## src/rtl/i2c_ack_pkg.sv

```systemverilog
package i2c_ack_pkg;

    // Slot controller states
    typedef enum logic [1:0] {
        ST_IDLE    = 2'd0,
        ST_RX_SLOT = 2'd1,
        ST_TX_WAIT = 2'd2,
        ST_TX_HELD = 2'd3
    } ack_state_t;

    // Strobes from the clock generator, bundled
    typedef struct packed {
        logic start;
        logic byte_done;
        logic mid_high;
        logic scl_fell;
    } ack_evt_t;

endpackage

```

## src/rtl/i2c_ack_addr_cmp.sv

```systemverilog
module i2c_ack_addr_cmp #(
    parameter int ADDR_W = 7
) (
    input  logic              clk,
    input  logic              rst_n,
    input  logic              clear_i,
    input  logic              capture_i,
    input  logic [ADDR_W-1:0] rx_addr_i,
    input  logic [ADDR_W-1:0] own_addr_i,
    output logic              hit_o,
    output logic              match_o
);

    logic [ADDR_W-1:0] bit_eq;

    // Per-bit equality, reduced below
    for (genvar b = 0; b < ADDR_W; b++) begin : g_eq
        assign bit_eq[b] = ~(rx_addr_i[b] ^ own_addr_i[b]);
    end

    assign hit_o = &bit_eq;

    always_ff @(posedge clk) begin
        if (!rst_n) begin
            match_o <= 1'b0;
        end else if (clear_i) begin
            match_o <= 1'b0;
        end else if (capture_i) begin
            match_o <= hit_o;
        end
    end

endmodule

```

## src/rtl/i2c_ack_fsm.sv

```systemverilog
module i2c_ack_fsm
    import i2c_ack_pkg::*;
(
    input  logic       clk,
    input  logic       rst_n,
    input  ack_evt_t   evt_i,
    input  logic       slot_en_i,
    input  logic       is_tx_i,
    output ack_state_t state_o,
    output ack_state_t next_o
);

    ack_state_t state_q, state_d;

    // State register
    always_ff @(posedge clk) begin
        if (!rst_n) begin
            state_q <= ST_IDLE;
        end else begin
            state_q <= state_d;
        end
    end

    // Next-state decode: start, then byte complete, then per-state strobes
    always_comb begin
        state_d = state_q;
        if (evt_i.start) begin
            state_d = ST_IDLE;
        end else if (evt_i.byte_done) begin
            if (!slot_en_i) begin
                state_d = ST_IDLE;
            end else if (is_tx_i) begin
                state_d = ST_TX_WAIT;
            end else begin
                state_d = ST_RX_SLOT;
            end
        end else begin
            unique case (state_q)
                ST_IDLE: begin
                    state_d = ST_IDLE;
                end
                ST_RX_SLOT: begin
                    if (evt_i.scl_fell) state_d = ST_IDLE;
                end
                ST_TX_WAIT: begin
                    if (evt_i.scl_fell)      state_d = ST_IDLE;
                    else if (evt_i.mid_high) state_d = ST_TX_HELD;
                end
                ST_TX_HELD: begin
                    if (evt_i.scl_fell) state_d = ST_IDLE;
                end
                default: state_d = ST_IDLE;
            endcase
        end
    end

    assign state_o = state_q;
    assign next_o  = state_d;

endmodule

```

## src/rtl/i2c_ack_out.sv

```systemverilog
module i2c_ack_out
    import i2c_ack_pkg::*;
(
    input  logic       clk,
    input  logic       rst_n,
    input  ack_state_t state_i,
    input  ack_state_t next_i,
    input  logic       byte_done_i,
    input  logic       nack_sel_i,
    input  logic       addr_phase_i,
    input  logic       hit_i,
    input  logic       sda_i,
    output logic       sda_pull_o,
    output logic       ack_rcvd_o,
    output logic       ack_valid_o
);

    logic reply_low;
    logic sample_now;

    // Receiver reply: on an address byte the comparison wins, but only
    // while acknowledge return is selected.
    always_comb begin
        if (nack_sel_i) begin
            reply_low = 1'b0;
        end else if (addr_phase_i) begin
            reply_low = hit_i;
        end else begin
            reply_low = 1'b1;
        end
    end

    assign sample_now = (state_i == ST_TX_WAIT) && (next_i == ST_TX_HELD);

    // Output register process
    always_ff @(posedge clk) begin
        if (!rst_n) begin
            sda_pull_o  <= 1'b0;
            ack_rcvd_o  <= 1'b0;
            ack_valid_o <= 1'b0;
        end else begin
            ack_valid_o <= sample_now;
            if (sample_now) begin
                ack_rcvd_o <= ~sda_i;
            end
            if (next_i != ST_RX_SLOT) begin
                sda_pull_o <= 1'b0;
            end else if (byte_done_i) begin
                sda_pull_o <= reply_low;
            end
        end
    end

endmodule

```

## src/rtl/i2c_ack_ctrl.sv

```systemverilog
module i2c_ack_ctrl
    import i2c_ack_pkg::*;
#(
    parameter int ADDR_W = 7
) (
    input  logic              clk,
    input  logic              rst_n,
    input  logic              ack_slot_en_i,
    input  logic              nack_sel_i,
    input  logic              is_tx_i,
    input  logic              addr_phase_i,
    input  logic [ADDR_W-1:0] rx_addr_i,
    input  logic [ADDR_W-1:0] own_addr_i,
    input  logic              start_i,
    input  logic              byte_done_i,
    input  logic              mid_high_i,
    input  logic              scl_fell_i,
    input  logic              sda_i,
    output logic              sda_pull_o,
    output logic              ack_rcvd_o,
    output logic              ack_valid_o,
    output logic              addr_match_o
);

    ack_evt_t   evt;
    ack_state_t state_q, state_d;
    logic       hit;
    logic       capture;

    assign evt.start     = start_i;
    assign evt.byte_done = byte_done_i;
    assign evt.mid_high  = mid_high_i;
    assign evt.scl_fell  = scl_fell_i;

    assign capture = byte_done_i && addr_phase_i && !is_tx_i;

    i2c_ack_addr_cmp #(.ADDR_W(ADDR_W)) u_cmp (
        .clk        (clk),
        .rst_n      (rst_n),
        .clear_i    (start_i),
        .capture_i  (capture),
        .rx_addr_i  (rx_addr_i),
        .own_addr_i (own_addr_i),
        .hit_o      (hit),
        .match_o    (addr_match_o)
    );

    i2c_ack_fsm u_fsm (
        .clk       (clk),
        .rst_n     (rst_n),
        .evt_i     (evt),
        .slot_en_i (ack_slot_en_i),
        .is_tx_i   (is_tx_i),
        .state_o   (state_q),
        .next_o    (state_d)
    );

    i2c_ack_out u_out (
        .clk          (clk),
        .rst_n        (rst_n),
        .state_i      (state_q),
        .next_i       (state_d),
        .byte_done_i  (byte_done_i),
        .nack_sel_i   (nack_sel_i),
        .addr_phase_i (addr_phase_i),
        .hit_i        (hit),
        .sda_i        (sda_i),
        .sda_pull_o   (sda_pull_o),
        .ack_rcvd_o   (ack_rcvd_o),
        .ack_valid_o  (ack_valid_o)
    );

endmodule

```

## config.mk

```make
export PLATFORM = sky130hd
export DESIGN_NAME = i2c_ack_ctrl
export DESIGN_NICKNAME = d
export VERILOG_FILES = /design/src/rtl/i2c_ack_pkg.sv /design/src/rtl/i2c_ack_addr_cmp.sv /design/src/rtl/i2c_ack_fsm.sv /design/src/rtl/i2c_ack_out.sv /design/src/rtl/i2c_ack_ctrl.sv
export SDC_FILE = /design/constraint.sdc
export NUM_CORES = 1
export LEC_CHECK = 0
export BUFFER_PORTS_ARGS = -buffer_cell sky130_fd_sc_hd__buf_2
export CORE_AREA = 8 8 45 47
export CTS_BUF_LIST = sky130_fd_sc_hd__clkbuf_4 sky130_fd_sc_hd__clkbuf_8
export CTS_CLUSTER_DIAMETER = 200
export CTS_CLUSTER_SIZE = 28
export DETAILED_ROUTE_END_ITERATION = 12
export DIE_AREA = 0 0 53 55
export GPL_TIMING_DRIVEN = 1
export PLACE_DENSITY_LB_ADDON = 0.2
export SLEW_MARGIN = 30
export SYNTH_ARGS = -nofsm -noshare
export SYNTH_HDL_FRONTEND = slang
export SYNTH_SLANG_ARGS = --single-unit
```

## constraint.sdc

```tcl
create_clock -name clk -period 1.1 [get_ports clk]
set_input_delay 0.11 -clock clk [delete_from_list [all_inputs] [get_ports clk]]
set_output_delay 0.11 -clock clk [all_outputs]
set_load 0.03 [all_outputs]
```

==> results of run 1 <==
-- layout by cell type (no fill, tap or decap) --
cell | netlist | routed
sky130_fd_sc_hd__a21o_1 | 1 | 1
sky130_fd_sc_hd__a21oi_1 | 3 | 3
sky130_fd_sc_hd__a31oi_1 | 1 | 1
sky130_fd_sc_hd__and3_1 | 1 | 1
sky130_fd_sc_hd__and4_1 | 1 | 1
sky130_fd_sc_hd__buf_2 | 0 | 28
sky130_fd_sc_hd__clkbuf_4 | 0 | 3
sky130_fd_sc_hd__dfxtp_1 | 6 | 6
sky130_fd_sc_hd__nand2_1 | 4 | 4
sky130_fd_sc_hd__nand2b_1 | 1 | 1
sky130_fd_sc_hd__nand3b_1 | 1 | 1
sky130_fd_sc_hd__nand4_1 | 1 | 1
sky130_fd_sc_hd__nor2_1 | 4 | 4
sky130_fd_sc_hd__nor2_2 | 1 | 1
sky130_fd_sc_hd__nor3b_2 | 1 | 1
sky130_fd_sc_hd__nor4_4 | 1 | 1
sky130_fd_sc_hd__o2111a_1 | 1 | 1
sky130_fd_sc_hd__o211a_1 | 1 | 1
sky130_fd_sc_hd__o21ai_0 | 1 | 1
sky130_fd_sc_hd__o221ai_1 | 1 | 1
sky130_fd_sc_hd__xnor2_1 | 1 | 1
sky130_fd_sc_hd__xor2_1 | 6 | 6
-- metrics by stage --
stage,std cells,utilization
after floorplan,38,-
after global placement,82,0.3689
after detailed placement,82,0.3689
after CTS,85,0.3852
after global routing,85,0.3852
final,85,0.3852
-- cells by family after synthesis --
group,count (synthesis),synth area share
simple gates,16,0.3000
compound gates,9,0.1821
xor+xnor,7,0.1750
flops,6,0.3429
-- power by group --
group          leakage (nW)  switching (mW)  internal, mW  total [mW]
clock network        0.0138          0.0714         0.123       0.194
logic                 0.218          0.0514        0.0548       0.106
registers            0.0484         0.00108         0.220       0.221
-- sequential cells by signal (all words and copies together), names as in the netlist --
signal,flops
u_out.sda_pull_o,1
u_fsm.state_o,2
u_cmp.match_o,1
u_out.ack_valid_o,1
u_out.ack_rcvd_o,1
-- how the worst max path moves through the flow --
| stage | start | end | slack (ns) | cells past startpoint |
|---|---|---|---|---|
| finish | u_fsm.state_o[1]$_SDFF_PN0_ | u_out.ack_valid_o$_SDFF_PN0_ | 0.11 | 4 |
| global route | u_fsm.state_o[1]$_SDFF_PN0_ | u_out.ack_valid_o$_SDFF_PN0_ | 0.02 | 4 |
| CTS | u_fsm.state_o[1]$_SDFF_PN0_ | u_out.ack_valid_o$_SDFF_PN0_ | 0.1 | 4 |
| detailed placement | own_addr_i[1] | u_out.sda_pull_o$_SDFFE_PP0P_ | 0.04 | 5 |
| global placement | own_addr_i[1] | u_out.sda_pull_o$_SDFFE_PP0P_ | 0.07 | 5 |
| floorplan | own_addr_i[1] | u_out.sda_pull_o$_SDFFE_PP0P_ | 0.19 | 4 |
-- layout make-up --
cell class | instances | area [sq um] | area share
multi-input combinational | 32 | 230.2 | 0.4319
timing repair buffer | 28 | 140.1 | 0.2629
sequential | 6 | 120.1 | 0.2254
clock buffer | 3 | 22.52 | 0.04225
tap | 16 | 20.02 | 0.03756
-- metal layers --
metal	vias to the layer above	wire length (microns)
met3	2	105
met5	-	0
met1	172	334
li1	202	-
met2	18	455
met4	0	27
-- worst max-delay path, stage by stage, from the launching register on --
cell and delay (ns):
sky130_fd_sc_hd__dfxtp_1 0.36, sky130_fd_sc_hd__a21o_1 0.12, sky130_fd_sc_hd__nand2_1 0.04, sky130_fd_sc_hd__a21oi_1 0.21, sky130_fd_sc_hd__o2111a_1 0.21
==> impl_results.html, run 1 <==
<table>
<tr><th>Metric</th><th>Value</th></tr>
<tr><th colspan="2">Outcome</th></tr>
<tr><td>Outcome</td><td>completed</td></tr>
<tr><th colspan="2">Floorplan</th></tr>
<tr><td>Initial standard-cell utilization of the core</td><td>0.2532</td></tr>
<tr><td>Height of the die</td><td>between 50 and 60 microns</td></tr>
<tr><td>Core Footprint</td><td>approximately 0.0014 sq mm</td></tr>
<tr><td>Die ar.</td><td>roughly 0.003 sq mm</td></tr>
<tr><td>Top-Level Pins</td><td>29</td></tr>
<tr><td>DIE WIDTH</td><td>roughly 53 microns</td></tr>
<tr><td>Row count</td><td>14</td></tr>
<tr><th colspan="2">Timing</th></tr>
<tr><td>Headroom to the max-slew limit</td><td>0.8390</td></tr>
<tr><td>Count of endpoints failing setup in the final report</td><td>0</td></tr>
<tr><td>Worst-Margin Slew</td><td>about 0.24 ns</td></tr>
<tr><td>Time the final worst path needs with I/O delays and setup</td><td>just under 1 ns</td></tr>
<tr><td>PnR worst setup slack</td><td>between 0.1 and 0.15 ns</td></tr>
<tr><td>Final count of pins violating max slew</td><td>0</td></tr>
<tr><td>Max frequency</td><td>just over 1000 MHz</td></tr>
<tr><td>Final Cycle Share</td><td>0.9042</td></tr>
<tr><td>Worst setup skew after layout</td><td>about 0.0033 ns</td></tr>
<tr><td>Setup repair after global routing missed its margin</td><td>false</td></tr>
<tr><td>Post-route worst hold slack</td><td>between 0.1 and 0.15 ns</td></tr>
<tr><td>Accumulated negative setup slack</td><td>0 ns</td></tr>
<tr><td>Final hold violations</td><td>0</td></tr>
<tr><th colspan="2">Setup path</th></tr>
<tr><td>Critical Path RT</td><td>1.28 ns</td></tr>
<tr><td>Reg-to-reg endpoint</td><td>u_out.ack_valid_o$_SDFF_PN0_</td></tr>
<tr><td>Element type at the critical path start</td><td>flop</td></tr>
<tr><td>Arrival time of the worst setup path</td><td>~1.2 ns</td></tr>
<tr><td>Cell count of the worst reg-to-reg path</td><td>4</td></tr>
<tr><td>Classification of the worst setup path</td><td>flop to flop</td></tr>
<tr><td>Endpoint type of the worst setup path</td><td>flop</td></tr>
<tr><td>Slack of the worst reg-to-reg path</td><td>between 0.1 and 0.15 ns</td></tr>
<tr><td>Critical path fanouts, max</td><td>4</td></tr>
<tr><td>Worst r2r src</td><td>u_fsm.state_o[1]$_SDFF_PN0_</td></tr>
<tr><th colspan="2">Global routing</th></tr>
<tr><td>Vias in the first global route</td><td>between 400 and 500</td></tr>
<tr><td>Busiest metal layer after global routing</td><td>met2</td></tr>
<tr><td>Met1 layer usage reported by global route</td><td>0.06240</td></tr>
<tr><td>Met2 routing resource usage after global routing</td><td>0.1113</td></tr>
<tr><td>Residual overflow from global routing</td><td>0</td></tr>
<tr><td>Largest net degree at the start of global routing</td><td>7</td></tr>
<tr><td>Global routing usage summed across all routing layers</td><td>0.07108</td></tr>
<tr><td>Met3 GRT Util</td><td>0.02941</td></tr>
<tr><td>Antenna violations before repair</td><td>0</td></tr>
<tr><td>Wire length of the first global-routing pass</td><td>1504 microns</td></tr>
<tr><th colspan="2">Pwr</th></tr>
<tr><td>Cell Pwr Density</td><td>roughly 1000 mW/mm^2</td></tr>
<tr><td>Leakage</td><td>0.2799 nW</td></tr>
<tr><td>Largest vdd supply drop</td><td>slightly below 0.0004 V</td></tr>
<tr><td>Power Total</td><td>around 520 uW</td></tr>
<tr><th colspan="2">Logic synthesis</th></tr>
<tr><td>Ys Warns</td><td>0</td></tr>
<tr><td>Primary flip-flop cell chosen by synthesis mapping</td><td>sky130_fd_sc_hd__dfxtp_1</td></tr>
<tr><td>Instance count of the mapped netlist</td><td>38</td></tr>
<tr><td>Average cell area after synthesis</td><td>between 9 and 10 sq um</td></tr>
<tr><td>Largest area contributor in the netlist</td><td>sky130_fd_sc_hd__dfxtp_1</td></tr>
<tr><td>Number of enable flip-flop cells after synthesis</td><td>0</td></tr>
<tr><td>Flip-flop and latch count after synthesis</td><td>6</td></tr>
<tr><td>Area fraction of the dominant cell type after synthesis</td><td>0.3429</td></tr>
<tr><td>Post-synth cell types</td><td>20</td></tr>
<tr><td>Synthesized netlist net count</td><td>63</td></tr>
<tr><td>Cells taking the most area after synthesis</td><td>sky130_fd_sc_hd__dfxtp_1, sky130_fd_sc_hd__xor2_1, sky130_fd_sc_hd__nor4_4, sky130_fd_sc_hd__a21oi_1, sky130_fd_sc_hd__nand2_1</td></tr>
<tr><td>Netlist Area Pre-Place</td><td>between 300 and 400 sq um</td></tr>
<tr><td>Sequential-to-total area share from yosys stat</td><td>0.3429</td></tr>
<tr><td>Leading cell types by count after synthesis</td><td>sky130_fd_sc_hd__dfxtp_1, sky130_fd_sc_hd__xor2_1, sky130_fd_sc_hd__nand2_1, sky130_fd_sc_hd__nor2_1, sky130_fd_sc_hd__a21oi_1</td></tr>
<tr><td>Asr flop ratio synth</td><td>0</td></tr>
<tr><th colspan="2">Layout</th></tr>
<tr><td>Count of antenna diodes in the layout</td><td>0</td></tr>
<tr><td>Fraction of layout cells with a size suffix above 1</td><td>0.4928</td></tr>
<tr><td>Fillcell total</td><td>160</td></tr>
<tr><td>Layout-stage area growth over the synthesis result</td><td>52.14%</td></tr>
<tr><td>Nets@finish</td><td>96</td></tr>
<tr><td>Final instance area</td><td>533.0 sq um</td></tr>
<tr><th colspan="2">Placement</th></tr>
<tr><td>Placer congestion estimate</td><td>0.6906</td></tr>
<tr><td>Dpl cell area</td><td>510.5 sq um</td></tr>
<tr><td>Worst slack at placement</td><td>~0.043 ns</td></tr>
<tr><td>Detailed placer's ending HPWL</td><td>roughly 840 microns</td></tr>
<tr><td>Port bufs</td><td>28</td></tr>
<tr><th colspan="2">Route</th></tr>
<tr><td>First-pass iteration count of the detailed router</td><td>4</td></tr>
<tr><td>Total length of routed wires</td><td>slightly above 900 microns</td></tr>
<tr><td>Drt wl/cell</td><td>between 10 and 15 microns</td></tr>
<tr><td>Remaining DRCs</td><td>0</td></tr>
<tr><td>Via total after detailed routing</td><td>394</td></tr>
<tr><td>Count of antenna-violating nets left after detailed routing</td><td>0</td></tr>
<tr><td>Vias per inst</td><td>4.635</td></tr>
<tr><td>Drt initial violations</td><td>4</td></tr>
<tr><th colspan="2">CTS</th></tr>
<tr><td>Post-CTS setup buffer count</td><td>0</td></tr>
<tr><td>Deepest level of the CTS H-tree</td><td>1</td></tr>
<tr><td>Clock tree root driver cell</td><td>sky130_fd_sc_hd__clkbuf_4</td></tr>
<tr><td>Number of gates resized after cts</td><td>0</td></tr>
<tr><td>TritonCTS Sinks</td><td>6</td></tr>
<tr><td>Clock transition at the registers of the reported paths</td><td>0.04 ns</td></tr>
<tr><td>Hold buffer count at cts</td><td>0</td></tr>
<tr><td>Number of CTS-inserted buffers</td><td>3</td></tr>
<tr><td>Clock insertion delay at the later pin of the skew report</td><td>0.24 ns</td></tr>
<tr><td>Maximum clock insertion buffer count</td><td>2</td></tr>
<tr><td>CTS tree</td><td>built</td></tr>
<tr><th colspan="2">Worst hold path</th></tr>
<tr><td>Type of the most critical hold path</td><td>input pin to flop</td></tr>
<tr><td>Critical hold path startpoint</td><td>rst_n</td></tr>
<tr><td>Hold depth</td><td>2</td></tr>
<tr><td>Hold Path End</td><td>u_out.ack_rcvd_o$_SDFFE_PN0P_</td></tr>
<tr><th colspan="2">Flow run</th></tr>
<tr><td>MaxCap Viol Count</td><td>0</td></tr>
</table>
Note: power is estimated with default switching activity, not from simulation.
==> inputs of run 2 (changes only) <==
==> constraint.sdc (replaced) <==
create_clock -name clk -period 1.1 [get_ports clk]
set_input_delay 0.22 -clock clk [delete_from_list [all_inputs] [get_ports clk]]
set_output_delay 0.22 -clock clk [all_outputs]
set_load 0.03 [all_outputs]
==> run 2 against run 1 <==
Design area up 1.4%. Highest routed layer unchanged. Via count unchanged. Global-route usage is 0.39 points lower. Combinational power barely moved. Sequential share of layout area fell by 0.31 points. Total power increased by 1.1%. Critical path type unchanged. First-iteration DRC count rose by 25%. Largest power group unchanged.
==> impl_results.html, run 2 (synthesized netlist as in run 1, its figures left out) <==
<table>
<tr><th>Metric</th><th>Value</th></tr>
<tr><th colspan="2">Pwr</th></tr>
<tr><td>Cell Pwr Density</td><td>975.7 mW/mm^2 (-0.32%)</td></tr>
<tr><td>Largest vdd supply drop</td><td>0.0003406 V (-13%)</td></tr>
<tr><td>Leakage</td><td>0.2847 nW (+1.7%)</td></tr>
<tr><th colspan="2">Setup path</th></tr>
<tr><td>Worst r2r src</td><td>u_fsm.state_o[1]$_SDFF_PN0_</td></tr>
<tr><td>Critical Path, Cell by Cell</td><td>a21o_1 &gt; nand2_1 &gt; a21oi_1 &gt; o2111a_1</td></tr>
<tr><td>Reg-to-reg endpoint</td><td>u_out.ack_valid_o$_SDFF_PN0_</td></tr>
<tr><td>Element type at the critical path start</td><td>flop</td></tr>
<tr><td>Arrival time of the worst setup path</td><td>1.19 ns (about the same)</td></tr>
<tr><td>Slack of the worst reg-to-reg path</td><td>0.09 ns (-0.02 ns)</td></tr>
<tr><td>Capture point of the critical path</td><td>u_out.ack_valid_o$_SDFF_PN0_</td></tr>
<tr><td>Classification of the worst setup path</td><td>flop to flop</td></tr>
<tr><td>Endpoint type of the worst setup path</td><td>flop</td></tr>
<tr><td>Critical Path RT</td><td>1.28 ns (about the same)</td></tr>
<tr><td>Critical path fanouts, max</td><td>4 (unchanged)</td></tr>
<tr><td>Cell with the biggest individual delay on the critical path</td><td>sky130_fd_sc_hd__dfxtp_1</td></tr>
<tr><td>Slowest cell delay on critical path</td><td>0.36 ns (about the same)</td></tr>
<tr><td>Cell count of the worst reg-to-reg path</td><td>4 (unchanged)</td></tr>
<tr><td>Worst setup startpoint</td><td>u_fsm.state_o[1]$_SDFF_PN0_</td></tr>
<tr><th colspan="2">CTS</th></tr>
<tr><td>Post-CTS setup buffer count</td><td>0 (unchanged)</td></tr>
<tr><td>Clock transition at the registers of the reported paths</td><td>0.04 ns (about the same)</td></tr>
<tr><td>Clock tree root driver cell</td><td>sky130_fd_sc_hd__clkbuf_4</td></tr>
<tr><td>Deepest level of the CTS H-tree</td><td>1 (unchanged)</td></tr>
<tr><td>Hold buffer count at cts</td><td>0 (unchanged)</td></tr>
<tr><td>TritonCTS Sinks</td><td>6 (unchanged)</td></tr>
<tr><td>Number of CTS-inserted buffers</td><td>3 (unchanged)</td></tr>
<tr><td>Clock insertion delay at the later pin of the skew report</td><td>0.24 ns (about the same)</td></tr>
<tr><td>Maximum clock insertion buffer count</td><td>2 (unchanged)</td></tr>
<tr><td>CTS tree</td><td>built</td></tr>
<tr><td>Number of gates resized after cts</td><td>0 (unchanged)</td></tr>
<tr><th colspan="2">Floorplan</th></tr>
<tr><td>DIE WIDTH</td><td>53 microns (unchanged)</td></tr>
<tr><td>Core Footprint</td><td>0.001384 sq mm (unchanged)</td></tr>
<tr><td>Height of the die</td><td>55 microns (unchanged)</td></tr>
<tr><td>Top-Level Pins</td><td>29 (unchanged)</td></tr>
<tr><td>Row count</td><td>14 (unchanged)</td></tr>
<tr><td>Initial standard-cell utilization of the core</td><td>0.2532 (unchanged)</td></tr>
<tr><td>Die ar.</td><td>0.002915 sq mm (unchanged)</td></tr>
<tr><th colspan="2">Global routing</th></tr>
<tr><td>Global routing usage summed across all routing layers</td><td>0.06721 (-0.003864)</td></tr>
<tr><td>Vias in the first global route</td><td>399 (-2.4%)</td></tr>
<tr><td>Residual overflow from global routing</td><td>0 (unchanged)</td></tr>
<tr><td>Wire length of the first global-routing pass</td><td>1414 microns (-6.0%)</td></tr>
<tr><td>Antenna violations before repair</td><td>0 (unchanged)</td></tr>
<tr><td>Largest net degree at the start of global routing</td><td>6 (-1)</td></tr>
<tr><th colspan="2">Timing</th></tr>
<tr><td>Post-route worst hold slack</td><td>0.2278 ns (+0.1054 ns)</td></tr>
<tr><td>Time the final worst path needs with I/O delays and setup</td><td>1.010 ns (+0.01550 ns)</td></tr>
<tr><td>Worst-Margin Slew</td><td>0.2407 ns (-0.00003743 ns)</td></tr>
<tr><td>Final Cycle Share</td><td>0.9183 (+0.01409)</td></tr>
<tr><td>Worst setup skew after layout</td><td>0.0004557 ns (-0.002839 ns)</td></tr>
<tr><td>Headroom to the max-slew limit</td><td>0.8390 (about the same)</td></tr>
<tr><td>Max frequency</td><td>990.0 MHz (-1.5%)</td></tr>
<tr><td>Final hold violations</td><td>0 (unchanged)</td></tr>
<tr><td>Count of endpoints failing setup in the final report</td><td>0 (unchanged)</td></tr>
<tr><td>Final count of pins violating max slew</td><td>0 (unchanged)</td></tr>
<tr><td>Setup repair after global routing missed its margin</td><td>false</td></tr>
<tr><th colspan="2">Placement</th></tr>
<tr><td># placed instances</td><td>83 (+1.2%)</td></tr>
<tr><td>Dpl cell area</td><td>518.0 sq um (+1.5%)</td></tr>
<tr><td>Placer congestion estimate</td><td>0.6857 (-0.71%)</td></tr>
<tr><td>Port bufs</td><td>28 (unchanged)</td></tr>
<tr><th colspan="2">Route</th></tr>
<tr><td>Count of antenna-violating nets left after detailed routing</td><td>0 (unchanged)</td></tr>
<tr><td>Drt initial violations</td><td>5 (+1)</td></tr>
<tr><td>Remaining DRCs</td><td>0 (unchanged)</td></tr>
<tr><td>Vias per inst</td><td>4.581 (-1.2%)</td></tr>
<tr><td>Total length of routed wires</td><td>943 microns (+2.2%)</td></tr>
<tr><td>Drt wl/cell</td><td>10.97 microns (+0.98%)</td></tr>
<tr><td>Via total after detailed routing</td><td>394 (unchanged)</td></tr>
<tr><td>First-pass iteration count of the detailed router</td><td>3 (-1)</td></tr>
<tr><th colspan="2">Layout</th></tr>
<tr><td>Most common cell after layout, fill and taps aside</td><td>sky130_fd_sc_hd__buf_2</td></tr>
<tr><td>Most frequent cells in the layout</td><td>sky130_fd_sc_hd__buf_2, sky130_fd_sc_hd__xor2_1, sky130_fd_sc_hd__dfxtp_1</td></tr>
<tr><td>Count of antenna diodes in the layout</td><td>0 (unchanged)</td></tr>
<tr><td>Final instance area</td><td>540.5 sq um (+1.4%)</td></tr>
<tr><td>Number of standard cells in the final layout excluding fillers</td><td>86 (+1.2%)</td></tr>
<tr><td>Fraction of layout cells with a size suffix above 1</td><td>0.5000 (+0.007246)</td></tr>
<tr><td>Flip-flop count of the largest register, all copies and words added</td><td>2 (unchanged)</td></tr>
<tr><td>Layout-stage area growth over the synthesis result</td><td>54.29%</td></tr>
<tr><td>Nets@finish</td><td>97 (+1.0%)</td></tr>
<tr><td>Layout Utilization</td><td>0.3906 (+0.005425)</td></tr>
<tr><th colspan="2">Flow run</th></tr>
<tr><td>MaxCap Viol Count</td><td>0 (unchanged)</td></tr>
<tr><th colspan="2">Worst hold path</th></tr>
<tr><td>Type of the most critical hold path</td><td>input pin to flop</td></tr>
<tr><th colspan="2">Outcome</th></tr>
<tr><td>Outcome</td><td>completed</td></tr>
</table>
-- run 2: worst min path at each step --
stage	startpoint	end	slack [ns]	cells after the start
2_1_floorplan	rst_n	u_out.ack_rcvd_o$_SDFFE_PN0P_	0.35	1
3_3_place_gp	u_cmp.match_o$_SDFFE_PP0P_	u_cmp.match_o$_SDFFE_PP0P_	0.47	2
3_5_place_dp	rst_n	u_out.ack_rcvd_o$_SDFFE_PN0P_	0.48	2
4_1_cts	rst_n	u_out.ack_rcvd_o$_SDFFE_PN0P_	0.22	2
5_1_grt	rst_n	u_out.ack_rcvd_o$_SDFFE_PN0P_	0.23	2
6_report	rst_n	u_out.ack_rcvd_o$_SDFFE_PN0P_	0.23	2
-- run 2: worst max-delay path: cells and delay by family, from the launching register on --
| family | cells | cell delay [ns] |
|---|---|---|
| AOI/OAI and AO/OA | 3 | 0.55 |
| and+or+nand+nor | 1 | 0.04 |
| DFF | 1 | 0.36 |
-- run 2: cell type report --
cell class	count	area (sq um)
Clock buffer	3	22.52
Fill cell	164	843.3
Multi-Input combinational cell	32	230.2
Sequential cell	6	120.1
Tap cell	16	20.02
Timing Repair Buffer	29	147.6
-- run 2: routing by layer --
metal / routed length (microns) / share of wire / GRT usage
met1: 358 / 0.38 / 0.06079
met3: 98 / 0.10 / 0.03209
met4: 19 / 0.020 / 0.07759
met2: 466 / 0.49 / 0.1035
met5: 0 / 0 / 0
-- run 2: stage by stage --
stage	setup slack [ns]	setup TNS [ns]	total power [mW]
after CTS	0.08775	0	0.5452
after global routing	0.05371	0	0.5648
after detailed placement	-0.07309	-0.08897	0.3354
final	0.08992	0	0.5274
after floorplan	0.08321	0	0.2755
after global placement	-0.04116	-0.04812	0.3345
-- run 2: power breakdown --
part	total, mW	switching [mW]	internal [mW]
clock network	0.198	0.0744	0.123
logic	0.109	0.0518	0.0570
registers	0.221	0.00109	0.220
total	0.527	0.127	0.400
